**src/rtl/bootrom_pkg.sv**
```systemverilog
package bootrom_pkg;

  typedef enum logic [1:0] {
    KIND_READ     = 2'd0,
    KIND_FLASH_WR = 2'd1,
    KIND_PLAIN_WR = 2'd2
  } rom_kind_e;

  typedef struct packed {
    logic cs_n;
    logic rd_n;
    logic mwr_n;
    logic wr_n;
  } rom_strobe_t;

  localparam rom_strobe_t STROBE_IDLE = '{cs_n: 1'b1, rd_n: 1'b1, mwr_n: 1'b1, wr_n: 1'b1};

  function automatic rom_strobe_t strobe_for(rom_kind_e kind);
    rom_strobe_t s;
    s = STROBE_IDLE;
    case (kind)
      KIND_READ: begin
        s.cs_n = 1'b0;
        s.rd_n = 1'b0;
      end
      KIND_FLASH_WR: begin
        s.cs_n  = 1'b0;
        s.mwr_n = 1'b0;
        s.wr_n  = 1'b0;
      end
      KIND_PLAIN_WR: begin
        s.mwr_n = 1'b0;
        s.wr_n  = 1'b0;
      end
      default: s = STROBE_IDLE;
    endcase
    return s;
  endfunction

endpackage

```
**src/rtl/bootrom_window.sv**
```systemverilog
module bootrom_window #(
  parameter int unsigned       ADDR_W   = 32,
  parameter logic [ADDR_W-1:0] BASE     = '0,
  parameter logic [ADDR_W-1:0] BIG_BASE = '0,
  parameter logic [ADDR_W-1:0] LIMIT    = '1
) (
  input  logic [ADDR_W-1:0] addr_i,
  input  logic              big_i,
  output logic              hit_o
);

  logic [ADDR_W-1:0] lower;

  always_comb begin
    lower = big_i ? BIG_BASE : BASE;
    hit_o = (addr_i >= lower) && (addr_i <= LIMIT);
  end

endmodule

```
**src/rtl/bootrom_width_reg.sv**
```systemverilog
module bootrom_width_reg (
  input  logic clk,
  input  logic rst,
  input  logic strap_i,
  input  logic wr_i,
  input  logic wdata_i,
  input  logic load_i,
  output logic cyc_width_o
);

  logic width_q;

  always_ff @(posedge clk) begin
    if (rst) begin
      width_q     <= strap_i;
      cyc_width_o <= strap_i;
    end else begin
      if (load_i) cyc_width_o <= width_q;
      if (wr_i)   width_q     <= wdata_i;
    end
  end

endmodule

```
**src/rtl/bootrom_strobe_gen.sv**
```systemverilog
module bootrom_strobe_gen
  import bootrom_pkg::*;
#(
  parameter int unsigned STROBE_CYCLES = 4
) (
  input  logic        clk,
  input  logic        rst,
  input  logic        start_i,
  input  rom_kind_e   kind_i,
  output logic        busy_o,
  output logic        claim_o,
  output rom_strobe_t strobe_o
);

  localparam int unsigned CNT_W = $clog2(STROBE_CYCLES + 1);
  localparam logic [CNT_W-1:0] CNT_LOAD = CNT_W'(STROBE_CYCLES);
  localparam logic [CNT_W-1:0] CNT_LAST = CNT_W'(1);

  logic [CNT_W-1:0] cnt_q;

  assign busy_o = (cnt_q != '0);

  always_ff @(posedge clk) begin
    if (rst) begin
      cnt_q    <= '0;
      claim_o  <= 1'b0;
      strobe_o <= STROBE_IDLE;
    end else begin
      claim_o <= 1'b0;
      if (busy_o) begin
        if (cnt_q == CNT_LAST) strobe_o <= STROBE_IDLE;
        cnt_q <= cnt_q - CNT_LAST;
      end else if (start_i) begin
        cnt_q    <= CNT_LOAD;
        claim_o  <= 1'b1;
        strobe_o <= strobe_for(kind_i);
      end
    end
  end

endmodule

```
**src/rtl/boot_rom_decoder.sv**
```systemverilog
module boot_rom_decoder
  import bootrom_pkg::*;
#(
  parameter int unsigned       ADDR_W        = 32,
  parameter int unsigned       STROBE_CYCLES = 4,
  parameter logic [ADDR_W-1:0] LOW_BASE      = ADDR_W'(32'h000F_0000),
  parameter logic [ADDR_W-1:0] LOW_BIG_BASE  = ADDR_W'(32'h000E_0000),
  parameter logic [ADDR_W-1:0] LOW_LIMIT     = ADDR_W'(32'h000F_FFFF),
  parameter logic [ADDR_W-1:0] HIGH_BASE     = ADDR_W'(32'hFFFC_0000),
  parameter logic [ADDR_W-1:0] HIGH_BIG_BASE = ADDR_W'(32'hFF00_0000),
  parameter logic [ADDR_W-1:0] HIGH_LIMIT    = ADDR_W'(32'hFFFF_FFFF)
) (
  input  logic              clk,
  input  logic              rst,
  input  logic              strap_wide_i,
  input  logic              cyc_valid_i,
  input  logic              cyc_write_i,
  input  logic [ADDR_W-1:0] cyc_addr_i,
  input  logic              cfg_big_high_i,
  input  logic              cfg_big_low_i,
  input  logic              cfg_rom_wr_en_i,
  input  logic              width_wr_i,
  input  logic              width_wr_data_i,
  output logic              claim_o,
  output logic              rom_cs_n_o,
  output logic              mem_rd_n_o,
  output logic              mem_wr_n_o,
  output logic              wr_n_o,
  output logic              width16_o
);

  localparam int unsigned NUM_WIN = 2;

  logic [NUM_WIN-1:0] win_hit;
  logic [NUM_WIN-1:0] win_big;
  logic               any_hit;
  logic               busy;
  logic               start;
  rom_kind_e          kind;
  rom_strobe_t        strobe;

  assign win_big = {cfg_big_high_i, cfg_big_low_i};

  for (genvar w = 0; w < NUM_WIN; w++) begin : g_win
    localparam logic [ADDR_W-1:0] W_BASE  = (w == 0) ? LOW_BASE     : HIGH_BASE;
    localparam logic [ADDR_W-1:0] W_BIG   = (w == 0) ? LOW_BIG_BASE : HIGH_BIG_BASE;
    localparam logic [ADDR_W-1:0] W_LIMIT = (w == 0) ? LOW_LIMIT    : HIGH_LIMIT;
    bootrom_window #(
      .ADDR_W  (ADDR_W),
      .BASE    (W_BASE),
      .BIG_BASE(W_BIG),
      .LIMIT   (W_LIMIT)
    ) u_win (
      .addr_i(cyc_addr_i),
      .big_i (win_big[w]),
      .hit_o (win_hit[w])
    );
  end

  always_comb begin
    any_hit = |win_hit;
    start   = cyc_valid_i && any_hit && !busy;
    if (!cyc_write_i)         kind = KIND_READ;
    else if (cfg_rom_wr_en_i) kind = KIND_FLASH_WR;
    else                      kind = KIND_PLAIN_WR;
  end

  bootrom_strobe_gen #(
    .STROBE_CYCLES(STROBE_CYCLES)
  ) u_strobe (
    .clk     (clk),
    .rst     (rst),
    .start_i (start),
    .kind_i  (kind),
    .busy_o  (busy),
    .claim_o (claim_o),
    .strobe_o(strobe)
  );

  bootrom_width_reg u_width (
    .clk        (clk),
    .rst        (rst),
    .strap_i    (strap_wide_i),
    .wr_i       (width_wr_i),
    .wdata_i    (width_wr_data_i),
    .load_i     (start),
    .cyc_width_o(width16_o)
  );

  assign rom_cs_n_o = strobe.cs_n;
  assign mem_rd_n_o = strobe.rd_n;
  assign mem_wr_n_o = strobe.mwr_n;
  assign wr_n_o     = strobe.wr_n;

endmodule

```
**config.mk**
```make
export PLATFORM = sky130hd
export DESIGN_NAME = boot_rom_decoder
export DESIGN_NICKNAME = d
export VERILOG_FILES = /design/src/rtl/bootrom_pkg.sv /design/src/rtl/bootrom_window.sv /design/src/rtl/bootrom_width_reg.sv /design/src/rtl/bootrom_strobe_gen.sv /design/src/rtl/boot_rom_decoder.sv
export SDC_FILE = /design/constraint.sdc
export NUM_CORES = 1
export LEC_CHECK = 0
export BUFFER_PORTS_ARGS = -buffer_cell sky130_fd_sc_hd__buf_2
export CORE_MARGIN = 2
export CORE_UTILIZATION = 44
export CTS_BUF_LIST = sky130_fd_sc_hd__clkbuf_2 sky130_fd_sc_hd__clkbuf_4 sky130_fd_sc_hd__clkbuf_8
export CTS_CLUSTER_DIAMETER = 30
export DETAILED_ROUTE_END_ITERATION = 10
export PLACE_DENSITY = 0.81
export SETUP_SLACK_MARGIN = 0.2
export SLEW_MARGIN = 15
export SYNTH_ARGS = -nofsm -noshare
export SYNTH_HDL_FRONTEND = slang
export SYNTH_SLANG_ARGS = --single-unit
```
**constraint.sdc**
```tcl
create_clock -name clk -period 3 [get_ports clk]
set_input_delay 0.9 -clock clk [delete_from_list [all_inputs] [get_ports clk]]
set_output_delay 0.9 -clock clk [all_outputs]
set_load 0.005 [all_outputs]
```
After elaboration in Yosys (flattened, before gate mapping)
Index checks and enable logic that the tools add are counted.

cells by class
  add/sub/neg operators = 1
  magnitude comparators = 4
  equality and inequality tests = 4
  mux-type cells = 17
  reduce and logical (&&, ||, !) cells = 15

operators by type and width
  operator                                                                 count
  32-bit >= comparator                                                     2
  32-bit by 20-bit <= comparator with 1-bit output, second input constant  1
  32-bit <= comparator, second input constant                              1
  24-bit 2-to-1 mux                                                        1
  17-bit 2-to-1 mux                                                        1
  4-bit 2-to-1 mux                                                         3
  2-bit OR reduction                                                       4
  1-bit 2-to-1 mux                                                         7
  2-bit 2-to-1 mux                                                         3
  3-bit 2-to-1 mux                                                         2
  2-bit nonzero test                                                       3
  1-bit logical AND                                                        4
  3-bit by 1-bit == test with 1-bit output, second input constant          1
  3-bit nonzero test                                                       1
  3-bit by 1-bit subtractor with 3-bit output, second input constant       1
  2-bit by 1-bit == test with 1-bit output, second input constant          1
  2-bit == test, second input constant                                     1
  2-bit logical NOT                                                        1
  2-bit by 1-bit inequality test with 1-bit output, second input constant  1
  2-bit AND reduction                                                      1
  1-bit logical NOT                                                        1

storage, ports and cells
  flip-flop bits (word level) = 10
  bits of input ports = 42
  output and inout port bits = 6
  logic and storage cells = 49

Logic depth before layout (Yosys ltp)
Gate-level depths: netlist of the first run.

  word-level depth = 8
  gate-level depth with buffers = 8
  mapped depth without buffers = 8

Modules after synthesis
Synthesis of the first run repeated with hierarchy kept, for this count alone.

unflattened totals
  cell total of the unflattened synthesis = 87
  area, all modules = 780.7 um^2

by module, submodules not included
  module                           instances  cells an instance  area an instance (um^2)  sequential area each (um^2)
  bootrom_strobe_gen               1          34                 314.1                    140.1
  bootrom_window (g_win[1].u_win)  1          26                 211.5                    0.0
  bootrom_window (g_win[0].u_win)  1          17                 127.6                    0.0
  bootrom_width_reg                1          6                  95.1                     60.1
  boot_rom_decoder                 1          4                  32.5                     0.0

Least setup slack after synthesis of the first run
No wires, ideal clock.

  path kind = input to register
  start = input cyc_addr_i[30]
  end = register u_width.cyc_width_o (enable)
  library setup time = 0.293 ns
  data arrival time = 2.225 ns
  required time = 2.707 ns
  setup slack = 0.482 ns
  cell stages on the path = 6
  buffers on the path = 0
  cell sequence = or4_4 -> nor4_4 -> nand2_2 -> o22ai_1 -> nand2_2 -> nand2b_1

on the way
  longest elaborated chain between the ends = 6
  elaborated cells on any way between the ends = 10
  classes of those cells = order compare: 4; reduce/logical: 6

RTL lines
  item                                                RTL line                 source
  from (decl)                                         boot_rom_decoder.sv:18   input logic [ADDR_W-1:0] cyc_addr_i,
  32-bit >= comparator, or another cell as far along  bootrom_window.sv:16     hit_o = (addr_i >= lower) && (addr_i <= LIMIT);
  1-bit logical AND                                   bootrom_window.sv:16
  2-bit OR reduction (*)                              boot_rom_decoder.sv:61   any_hit = |win_hit;
  1-bit logical AND (*) (2 in series)                 boot_rom_decoder.sv:62   start = cyc_valid_i && any_hit && !busy;
  2-bit nonzero test (no source line) (*)             -
  to (signal assigned)                                bootrom_width_reg.sv:16  cyc_width_o <= strap_i;
  to (signal assigned)                                bootrom_width_reg.sv:18  if (load_i) cyc_width_o <= width_q;
  to (decl)                                           bootrom_width_reg.sv:8   output logic cyc_width_o

Every way passes the cells marked *; elsewhere a longest branch is shown, timed or not.
A chain may end at the register's enable or synchronous reset.

Worst setup path after layout of the first run
  start = input cfg_big_high_i
  end = register u_width.cyc_width_o (enable)

on the way
  longest elaborated chain between the ends = 7

RTL lines
  item                                 RTL line                source
  from (decl)                          boot_rom_decoder.sv:19  input logic cfg_big_high_i,
  24-bit 2-to-1 mux                    bootrom_window.sv:15    lower = big_i ? BIG_BASE : BASE;
  32-bit >= comparator                 bootrom_window.sv:16
  1-bit logical AND                    bootrom_window.sv:16
  2-bit OR reduction                   boot_rom_decoder.sv:61
  1-bit logical AND (2 in series)      boot_rom_decoder.sv:62
  2-bit nonzero test (no source line)  -

No other way between the ends.

==> results of run 1 <==
-- state kept, by name (all words and copies together), names as in the netlist --
register / flops
u_strobe.claim_o: 1
u_strobe.cnt_q: 3
u_strobe.strobe_o: 3
u_width.width_q: 1
u_width.cyc_width_o: 1
-- final timing paths --
| path | from | endpoint | slack [ns] | cells after the start |
|---|---|---|---|---|
| hold / removal | u_strobe.strobe_o[0]$_SDFFE_PP1P_ | u_strobe.strobe_o[0]$_SDFFE_PP1P_ | 0.53 | 2 |
| setup reg to reg | u_strobe.cnt_q[0]$_SDFFE_PP0P_ | u_strobe.strobe_o[3]$_SDFFE_PP1P_ | 1.56 | 6 |
| hold reg to reg | u_strobe.strobe_o[0]$_SDFFE_PP1P_ | u_strobe.strobe_o[0]$_SDFFE_PP1P_ | 0.53 | 2 |
| setup / recovery | cfg_big_high_i | u_width.cyc_width_o$_DFFE_PP_ | 0.44 | 8 |
-- cells in the mapped netlist, types with 2 or more instances --
library cell,n
a21boi_1,2
a21oi_1,2
dfxtp_1,7
edfxtp_1,2
ha_1,9
inv_1,10
mux2i_1,3
nand2_1,4
nand2_2,2
nand2b_1,3
nand3_1,3
nand4_1,4
nor2_1,10
nor2b_1,4
nor4_1,4
o21ai_0,2
o22ai_1,2
or2_2,2
-- final cells by class --
type / instances / area (µm²) / area share
Tap cell: 25 / 31.3 / 0.0285
Timing Repair Buffer: 47 / 235 / 0.214
Inverter: 10 / 37.5 / 0.0342
Sequential cell: 9 / 200 / 0.182
Multi-Input combinational cell: 73 / 564 / 0.514
Clock buffer: 4 / 30.0 / 0.0273
-- cell families (layout without fill, tap and decap cells) --
kind of cell | Yosys count | after routing | synth area share
AND/OR/NAND/NOR | 45 | 45 | 0.349
AO/OA/AOI/OAI | 15 | 15 | 0.155
buffers and inverters | 12 | 61 | 0.0600
adder cells (fa/ha/maj) | 9 | 9 | 0.138
flip-flops | 9 | 9 | 0.246
multiplexers | 4 | 4 | 0.0508
-- worst reg2reg max path, delay by kind of cell (launching register included) --
kind                       cells  cell delay (ns)
AOI/OAI and AO/OA              1             0.27
muxes                          1             0.08
adders and majority gates      1             0.30
and+or+nand+nor                3             0.32
DFF                            1             0.35
-- routing by layer --
| layer | vias up | routed length (µm) | track usage |
|---|---|---|---|
| li1 | 445 | - | - |
| met1 | 392 | 772 | 0.236 |
| met2 | 30 | 1030 | 0.359 |
| met3 | 2 | 124 | 0.0538 |
| met4 | 0 | 6 | 0.0444 |
| met5 | - | 0 | 0 |
-- metrics by stage --
| stage | power, mW | hold slack [ns] | instances | util |
|---|---|---|---|---|
| 6_report | 0.458 | 0.535 | 168 | 0.636 |
| 5_1_grt | 0.493 | 0.571 | 168 | 0.636 |
| 4_1_cts | 0.459 | 0.539 | 168 | 0.636 |
| 3_5_place_dp | 0.354 | 0.512 | 164 | 0.619 |
| 3_3_place_gp | 0.343 | 0.519 | 164 | 0.619 |
| 2_1_floorplan | 0.292 | 0.507 | 94 | - |
-- power by group --
group,switching (mW),internal [mW]
sequential,0.0151,0.142
combinational,0.102,0.0953
clock,0.0436,0.0604
total,0.160,0.297
==> impl_metrics.py, run 1 <==
metrics = {
    "status": {
        "status": "completed",
    },
    "worst_setup_path": {
        "worst-path-max-fanout": 6,
        "crit_slowest_cell": "a2111oi_2",
        "worstSetupPathType": "in2reg",
        "cp.required_ns": 3.03,
        "startpoint_type": "input port",
        "crit_chain": "buf_2 -> ha_1 -> nand4_1 -> nor4_2 -> a2111oi_2 -> o22ai_1 -> nand2_2 -> nand2b_1",
        "path_buf_inv": 1,
        "cpPeakStageDelay_ns": 0.58,
        "crit_arrival_ns": 2.58,
        "cp-end-kind": "register",
        "cpLargestDelayFamily": "compound AO/OA/AOI/OAI gates",
    },
    "timing": {
        "setup_tns_ns": 0,
        "maxSlewHeadroom": 0.628,
        "period_minus_slack_ns": 2.56,
        "final.period_utilization": 0.852,
        "report.final.setup_viol": 0,
        "grt_setup_unrepaired": "false",
        "hold_violations": 0,
        "slew_violations": 0,
        "timing.fmax_ghz": 0.391,
        "fin_worst_skew_ns": 0.000961,
        "setup_slack_ns": 0.444,
        "tightest_slew_ns": 0.556,
    },
    "clock_network": {
        "clock-sinks": 9,
        "clock_path_buffers": 2,
        "cts_tree": "done",
        "htree_levels": 1,
        "clk_latency_ns": 0.26,
        "ctsHoldBuffers": 0,
        "clk_pin_slew_worst_paths_ns": 0.06,
        "post_cts_buffers": 0,
        "ctsResizeCount": 0,
        "root_buffer": "clkbuf_4",
        "cts_buffers": 3,
    },
    "detailed_routing": {
        "vias": 869,
        "via_per_inst": 5.17,
        "drt_iter0_drc": 10,
        "postRouteAntennaNets": 0,
        "routed_wirelength_um": 1940,
        "wl_per_cell_um": 11.5,
        "drc_errors": 0,
        "drtPass1Iterations": 4,
    },
    "die": {
        "die_h_um": 47.0,
        "core_area_um2": 1730,
        "placementRows": 15,
        "pin_count": 48,
        "die_w_um": 47.0,
        "die_area_um2": 2210,
        "start_util": 0.471,
    },
    "yosys": {
        "synth_edf_count": 2,
        "synth_seq_area_share": 0.246,
        "synth_ff_type": "dfxtp_1",
        "ys_warn_count": 0,
        "syn-cell-area_um2": 813,
        "synth_top_area_share": 0.172,
        "synth_cell_types": 37,
        "synthTopCellsByArea": "dfxtp_1 (17%), ha_1 (14%), edfxtp_1 (7.4%)",
        "syn_inst": 94,
        "synth.avg_cell_area_um2": 8.65,
        "synthesis.nets": 145,
        "synth_area_leader_cell": "dfxtp_1",
        "synth-seq-cells": 9,
        "synth-async-reset-ratio": 0,
    },
    "placement": {
        "dpl_cell_area_um2": 1070,
        "pre_cts_slack_ns": 0.163,
        "globalplace.congestion": 0.844,
        "dpl.hpwl_um": 1670,
        "port_buffers": 47,
    },
    "final_layout": {
        "mostFrequentLayoutCells": "buf_2 (47), inv_1 (10), nor2_1 (10)",
        "n_antenna_cell": 0,
        "final_common_cell": "buf_2",
        "final_layout_size_suffix_gt1_frac": 0.455,
        "area_growth_pct": 35.1,
        "num-fill-cells": 153,
        "stdcell_area_um2": 1100,
        "layout.nets": 195,
    },
    "global_route": {
        "grt_pass1_vias": 844,
        "grt_max_degree": 14,
        "grt_remaining_overflow": 0,
        "grt_pass1_wl_um": 3190,
        "grt_util_all_layers": 0.200,
        "antenna_found_initial": 0,
    },
    "power_and_ir_drop": {
        "ir_worst_vdd_mv": 0.384,
        "power_density_nw_per_um2": 417,
        "leakagePower_nw": 0.546,
    },
    "job": {
        "cap_violations": 0,
    },
    "hold_path": {
        "hold_path.class": "reg2reg",
    },
}
Note: power is estimated with default switching activity, not from simulation.
==> inputs of run 2 (changes only) <==
--- a/config.mk
+++ b/config.mk
@@ -11,9 +11,10 @@
 export CTS_BUF_LIST = sky130_fd_sc_hd__clkbuf_2 sky130_fd_sc_hd__clkbuf_4 sky130_fd_sc_hd__clkbuf_8
 export CTS_CLUSTER_DIAMETER = 30
 export DETAILED_ROUTE_END_ITERATION = 10
-export PLACE_DENSITY = 0.81
+export PLACE_DENSITY = 0.82
 export SETUP_SLACK_MARGIN = 0.2
 export SLEW_MARGIN = 15
 export SYNTH_ARGS = -nofsm -noshare
 export SYNTH_HDL_FRONTEND = slang
+export SYNTH_HIERARCHICAL = 1
 export SYNTH_SLANG_ARGS = --single-unit
==> run 2 against run 1 <==
Die area fell by 3.6%. Sequential share of layout area grew 0.45 points. Critical endpoint is now u_strobe/strobe_o[1]$_SDFFE_PP1P_. Combinational power decreased by 62%. Final area shrank 2.4%. Total power is 33% lower. Core utilization down 0.14 points. Sequential power down 18%. Worst setup slack got worse by 0.067 ns. First-iteration DRC count up 20%. Highest routed layer is now met3. Synthesized cell count down 7.4%. Final cell count fell by 8.3%.
==> impl_metrics.py, run 2 <==
metrics = {
    "worst_setup_path": {
        "path_buf_inv": 2,
        "worstSetupPathType": "in2reg",
        "worst-path-max-fanout": 6,
        "timing.rr.start": "u_strobe/cnt_q[0]$_SDFFE_PP0P_",
        "crit_slowest_cell": "ha_1",
        "cp.required_ns": 3.15,
        "r2r_slack_ns": 1.42,
        "path_depth": 12,
        "crit_arrival_ns": 2.77,
        "cp-end-kind": "register",
        "crit_chain": "buf_2 -> inv_1 -> ha_1 -> nand2_1 -> nor4_2 -> nand4_1 -> a311oi_2 -> nor2_1 -> nor3b_2 -> or2_4 -> and4_2 -> o21bai_1",
        "reg2reg_depth": 6,
        "startpoint_type": "input port",
        "rr_endpoint": "u_strobe/strobe_o[1]$_SDFFE_PP1P_",
        "cpLargestDelayFamily": "simple AND/OR/NAND/NOR gates",
        "cpPeakStageDelay_ns": 0.27,
    },
    "yosys": {
        "synth-seq-cells": 9,
        "netlist_top_cells_count": "ha_1 (9), a21oi_1 (8), inv_1 (8)",
        "synth_edf_count": 2,
        "synth.avg_cell_area_um2": 8.97,
        "ys_warn_count": 6,
        "synth_area_leader_cell": "dfxtp_1",
        "yosysMostFrequentCell": "ha_1",
        "synth_cell_types": 32,
        "synthesis.nets": 138,
        "syn-cell-area_um2": 781,
        "synth-async-reset-ratio": 0,
        "synth_ff_type": "dfxtp_1",
        "synth_seq_area_share": 0.256,
        "synthTopCellsByArea": "dfxtp_1 (18%), ha_1 (14%), edfxtp_1 (7.7%)",
        "synth_top_area_share": 0.179,
        "syn_inst": 87,
    },
    "final_layout": {
        "final_layout_size_suffix_gt1_frac": 0.518,
        "layout.nets": 189,
        "mostFrequentLayoutCells": "buf_2 (47), inv_1 (8), a21oi_1 (8), ha_1 (8)",
        "final_common_cell": "buf_2",
        "utilization": 0.635,
        "area_growth_pct": 37.3,
        "stdcell_area_um2": 1070,
        "n_antenna_cell": 0,
        "reg_top3": "u_strobe/cnt_q (3), u_strobe/strobe_o (3)",
        "final_cells": 154,
    },
    "detailed_routing": {
        "vias": 816,
        "postRouteAntennaNets": 0,
        "drt_iter0_drc": 12,
        "via_per_inst": 5.30,
        "drtPass1Iterations": 4,
        "routed_wirelength_um": 1790,
        "wl_per_cell_um": 11.6,
        "drc_errors": 0,
    },
    "timing": {
        "fin_worst_skew_ns": 0.00209,
        "timing.fmax_ghz": 0.381,
        "whs_ns": 0.502,
        "grt_setup_unrepaired": "false",
        "tightest_slew_ns": 0.325,
        "hold_violations": 0,
        "period_minus_slack_ns": 2.62,
        "slew_violations": 0,
        "report.final.setup_viol": 0,
        "final.period_utilization": 0.874,
        "setup_slack_ns": 0.377,
        "setup_tns_ns": 0,
        "maxSlewHeadroom": 0.782,
    },
    "hold_path": {
        "hold-path-cell-count": 2,
        "hold-path-endpoint": "u_strobe/cnt_q[1]$_SDFFE_PP0P_",
        "hold_path.class": "reg2reg",
        "hold_start": "u_strobe/cnt_q[2]$_SDFFE_PP0P_",
    },
    "clock_network": {
        "clk_pin_slew_worst_paths_ns": 0.06,
        "clk_latency_ns": 0.26,
        "clock-sinks": 9,
        "ctsHoldBuffers": 0,
        "cts_buffers": 3,
        "clock_path_buffers": 2,
        "htree_levels": 1,
        "root_buffer": "clkbuf_4",
        "post_cts_buffers": 0,
        "ctsResizeCount": 0,
        "cts_tree": "done",
    },
    "status": {
        "status": "completed",
    },
    "global_route": {
        "grt_util_all_layers": 0.185,
        "grt_remaining_overflow": 0,
        "antenna_found_initial": 0,
        "grt_pass1_vias": 796,
        "grt_max_degree": 13,
        "grt_pass1_wl_um": 2880,
    },
    "die": {
        "die_h_um": 46.1,
        "pin_count": 48,
        "placementRows": 15,
        "core_area_um2": 1690,
        "start_util": 0.462,
        "die_area_um2": 2130,
        "die_w_um": 46.1,
    },
    "power_and_ir_drop": {
        "power_density_nw_per_um2": 285,
        "total_power_mw": 0.305,
        "ir_worst_vdd_mv": 0.293,
        "leakagePower_nw": 0.494,
    },
    "placement": {
        "pre_cts_slack_ns": 0.0512,
        "place_inst": 150,
        "globalplace.congestion": 0.814,
        "port_buffers": 47,
        "dpl_cell_area_um2": 1030,
        "dpl.hpwl_um": 1530,
    },
    "job": {
        "cap_violations": 0,
    },
}
[run 2: changes by cell type in the layout (fill, tap and decap cells not counted), sizes merged, moves of 3 or more]
cell   previous run  this run
nor2             10         7
mux2i             3         0
nand3             3         0
a21oi             2         8
nor2b             4         0
nor3              1         4
[run 2: per-layer routing]
metal / vias up / share of wire / GRT usage / routed length (µm)
met4: 0 / 0 / 0.0686 / 0
met5: - / 0 / 0 / 0
li1: 427 / - / - / -
met1: 362 / 0.44 / 0.207 / 782
met2: 27 / 0.51 / 0.322 / 910
met3: 0 / 0.054 / 0.0588 / 96
[run 2: logic make-up (layout without fill, tap and decap cells)]
kind of cell / count (synthesis) / count (layout) / share of synthesized area
AOI/OAI and AO/OA: 15 / 15 / 0.130
DFF: 9 / 9 / 0.256
adders and majority gates: 9 / 9 / 0.144
muxes: 2 / 2 / 0.0288
buffers and inverters: 9 / 59 / 0.0481
and+or+nand+nor: 43 / 43 / 0.393
[run 2: layout make-up]
cell class | count | area (µm²)
repair buffers | 47 | 235
well taps | 17 | 21.3
inverters | 8 | 30.0
fillers | 149 | 617
multi-input cells | 69 | 556
clock buffers | 4 | 30.0
flip-flops and latches | 9 | 200
[run 2: tightest hold or removal path, cell delays in order, from the launching register on]
cell	delay, ns
dfxtp_1	0.34
nand2_1	0.07
a21oi_1	0.05
[run 2: worst max path at each step]
stage / from / to
2_1_floorplan: cyc_addr_i[23] / u_strobe/strobe_o[1]$_SDFFE_PP1P_
3_3_place_gp: cfg_big_high_i / u_strobe/strobe_o[1]$_SDFFE_PP1P_
3_5_place_dp: cfg_big_high_i / u_strobe/strobe_o[2]$_SDFFE_PP1P_
4_1_cts: cfg_big_high_i / u_strobe/strobe_o[1]$_SDFFE_PP1P_
5_1_grt: cfg_big_high_i / u_strobe/strobe_o[1]$_SDFFE_PP1P_
6_report: cfg_big_high_i / u_strobe/strobe_o[1]$_SDFFE_PP1P_
[run 2: where the power goes]
part           switching [mW]  internal [mW]  leakage [nW]  total (mW)
logic                  0.0354         0.0403         0.399      0.0757
registers            0.000662          0.127        0.0765       0.128
clock network          0.0418         0.0603        0.0184       0.102
==> inputs of run 3 (changes only) <==
--- a/config.mk
+++ b/config.mk
@@ -7,11 +7,12 @@
 export LEC_CHECK = 0
 export BUFFER_PORTS_ARGS = -buffer_cell sky130_fd_sc_hd__buf_2
 export CORE_MARGIN = 2
-export CORE_UTILIZATION = 44
+export CORE_UTILIZATION = 40
 export CTS_BUF_LIST = sky130_fd_sc_hd__clkbuf_2 sky130_fd_sc_hd__clkbuf_4 sky130_fd_sc_hd__clkbuf_8
 export CTS_CLUSTER_DIAMETER = 30
 export DETAILED_ROUTE_END_ITERATION = 10
-export PLACE_DENSITY = 0.82
+export GPL_TIMING_DRIVEN = 0
+export PLACE_DENSITY = 0.78
 export SETUP_SLACK_MARGIN = 0.2
 export SLEW_MARGIN = 15
 export SYNTH_ARGS = -nofsm -noshare
==> constraint.sdc (replaced) <==
create_clock -name clk -period 2.2 [get_ports clk]
set_input_delay 0.66 -clock clk [delete_from_list [all_inputs] [get_ports clk]]
set_output_delay 0.66 -clock clk [all_outputs]
set_load 0.005 [all_outputs]
==> run 3 against run 2 <==
The flow now finishes with violations (setup timing). Register-to-register slack lost 0.88 ns. Critical path depth shrank 1. Non-clock buffer count is 7 higher. Worst hold slack better by 0.00079 ns. Clock-buffer cell count is the same. Sequential share of layout area shrank 2.9 points. Sequential power grew 36%. Combinational power up 80%. Clock skew decreased by 0.0013 ns.
==> impl_metrics.py, run 3 (synthesis gave the netlist of run 2 again) <==
metrics = {
    "global_route": {
        "grt_pass1_vias": 911,
        "antenna_found_initial": 0,
        "grt_pass1_wl_um": 3550,
        "grt_remaining_overflow": 0,
        "grt_max_degree": 13,
        "grt_util_all_layers": 0.217,
    },
    "timing": {
        "timing.fmax_ghz": 0.424,
        "slew_violations": 0,
        "grt_setup_unrepaired": "true",
        "maxSlewHeadroom": 0.720,
        "tightest_slew_ns": 0.418,
        "hold_violations": 0,
        "setup_slack_ns": -0.156,
        "final.period_utilization": 1.07,
        "report.final.setup_viol": 6,
        "fin_worst_skew_ns": 0.000794,
        "period_minus_slack_ns": 2.36,
        "setup_tns_ns": -0.744,
    },
    "final_layout": {
        "n_antenna_cell": 0,
        "num-fill-cells": 138,
        "final_cells": 169,
        "seqCellArea_um2": 200,
        "utilization": 0.713,
        "layout.nets": 196,
        "final_layout_size_suffix_gt1_frac": 0.618,
        "mostFrequentLayoutCells": "buf_2 (42), inv_1 (7), a21oi_1 (7), dfxtp_1 (7)",
        "area_growth_pct": 62.8,
        "reg_top3": "u_strobe/cnt_q (3), u_strobe/strobe_o (3)",
        "final_common_cell": "buf_2",
        "multi_input_area_um2": 648,
    },
    "worst_setup_path": {
        "crit_slowest_cell": "ha_4",
        "worst-path-max-fanout": 6,
        "reg2reg_depth": 6,
        "cpLargestDelayFamily": "simple AND/OR/NAND/NOR gates",
        "path_depth": 11,
        "startpoint_type": "input port",
        "path_buf_inv": 2,
        "cpPeakStageDelay_ns": 0.26,
        "cp.required_ns": 2.35,
        "worstSetupPathType": "in2reg",
        "crit_chain": "buf_12 -> ha_4 -> nand4_1 -> nor4_2 -> nand4_1 -> a311oi_2 -> nor2_1 -> nor3b_2 -> buf_4 -> nand2_4 -> o31a_1",
        "crit_arrival_ns": 2.51,
        "cp-end-kind": "register",
        "cp_common_cell": "nand4_1",
    },
    "job": {
        "cap_violations": 0,
    },
    "clock_network": {
        "clk_pin_slew_worst_paths_ns": 0.06,
        "cts_tree": "done",
        "clock_path_buffers": 2,
        "clock-sinks": 9,
        "htree_levels": 1,
        "cts_buffers": 3,
        "ctsHoldBuffers": 0,
        "root_buffer": "clkbuf_4",
        "clk_latency_ns": 0.26,
    },
    "detailed_routing": {
        "met1_length_um": 837,
        "postRouteAntennaNets": 0,
        "drtPass1Iterations": 4,
        "routed_wirelength_um": 2240,
        "vias": 885,
        "met2_length_um": 1290,
        "drc_errors": 0,
        "top_layer_used": "met4",
        "wl_per_cell_um": 13.3,
        "drt_iter0_drc": 16,
        "dr_wl_met3_um": 97,
        "via_per_inst": 5.24,
    },
    "status": {
        "status": "complete, but fails checks",
        "violations": "setup timing",
    },
    "power_and_ir_drop": {
        "pwr-share-comb": 0.304,
        "internal-power_mw": 0.331,
        "leakagePower_nw": 0.546,
        "ir_worst_vdd_mv": 0.282,
        "netSwitchingFraction": 0.261,
        "power_density_nw_per_um2": 352,
        "p_seq_frac": 0.389,
        "p_sw_mw": 0.117,
        "pwr-share-clk": 0.307,
    },
    "die": {
        "die_w_um": 48.2,
        "die_area_um2": 2320,
        "core_area_um2": 1780,
        "placementRows": 15,
        "pin_count": 48,
        "start_util": 0.438,
        "die_h_um": 48.2,
    },
    "placement": {
        "port_buffers": 47,
        "place_inst": 159,
        "globalplace.congestion": 0.791,
        "dpl.hpwl_um": 1630,
    },
    "hold_path": {
        "hold-path-cell-count": 2,
        "hold_path.class": "reg2reg",
    },
}
-- run 3: changes by cell type in the layout (fill, tap and decap cells not counted), moves of 2 or more --
| cell | before | now |
|---|---|---|
| nor2_1 | 7 | 5 |
| buf_2 | 47 | 42 |
| ha_4 | 1 | 6 |
| and4_4 | 0 | 2 |
| and4_2 | 2 | 0 |
| buf_6 | 0 | 5 |
| ha_1 | 8 | 3 |
| buf_4 | 0 | 6 |
-- run 3: final cells by class --
cell class / count / share of cell area
Multi-Input combinational cell: 69 / 0.510
Tap cell: 25 / 0.0246
Buffer: 1 / 0.00591
Timing Repair Buffer: 53 / 0.255
Inverter: 8 / 0.0236
Sequential cell: 9 / 0.157
Clock buffer: 4 / 0.0236
-- run 3: path summary, 6_finish.rpt --
| kind | startpoint | endpoint | slack, ns |
|---|---|---|---|
| setup / recovery | cfg_big_high_i | u_strobe/strobe_o[3]$_SDFFE_PP1P_ | -0.16 |
| hold / removal | u_strobe/cnt_q[2]$_SDFFE_PP0P_ | u_strobe/cnt_q[1]$_SDFFE_PP0P_ | 0.50 |
| setup reg to reg | u_strobe/cnt_q[1]$_SDFFE_PP0P_ | u_strobe/strobe_o[3]$_SDFFE_PP1P_ | 0.54 |
| hold reg to reg | u_strobe/cnt_q[2]$_SDFFE_PP0P_ | u_strobe/cnt_q[1]$_SDFFE_PP0P_ | 0.50 |
-- run 3: tightest hold or removal path, delay by kind of cell (launching register included) --
| family | cells | cell delay [ns] |
|---|---|---|
| AOI/OAI and AO/OA | 1 | 0.05 |
| DFF | 1 | 0.33 |
| and+or+nand+nor | 1 | 0.06 |
-- run 3: repair_timing --
| item | in CTS | in global routing |
|---|---|---|
| buffers inserted | 5 | 1 |
| endpoints found under the setup margin | 6 | 6 |
| resized for setup | 25 | 2 |
| pin swaps | 19 | 7 |
-- run 3: through the flow --
step	power [mW]	area, µm²	setup slack (ns)	hold slack, ns
after floorplan	0.221	806	-0.203	0.458
after global placement	0.279	1070	-0.525	0.473
after detailed placement	0.284	1070	-0.572	0.491
after CTS	0.446	1260	-0.139	0.497
after global routing	0.480	1270	-0.330	0.530
final	0.448	1270	-0.156	0.503
-- run 3: metal layers --
| layer | vias up | GRT usage |
|---|---|---|
| met5 | - | 0 |
| met4 | 0 | 0.0865 |
| met3 | 4 | 0.0667 |
| met2 | 26 | 0.434 |
| met1 | 410 | 0.196 |
| li1 | 445 | - |
-- run 3: power groups by stage --
| stage | combinational, mW | clock (mW) | sequential, mW |
|---|---|---|---|
| 2_1_floorplan | 0.0429 | 0 | 0.178 |
| 3_3_place_gp | 0.102 | 0 | 0.178 |
| 3_5_place_dp | 0.106 | 0 | 0.178 |
| 4_1_cts | 0.129 | 0.143 | 0.174 |
| 5_1_grt | 0.150 | 0.156 | 0.174 |
| 6_report | 0.136 | 0.137 | 0.174 |
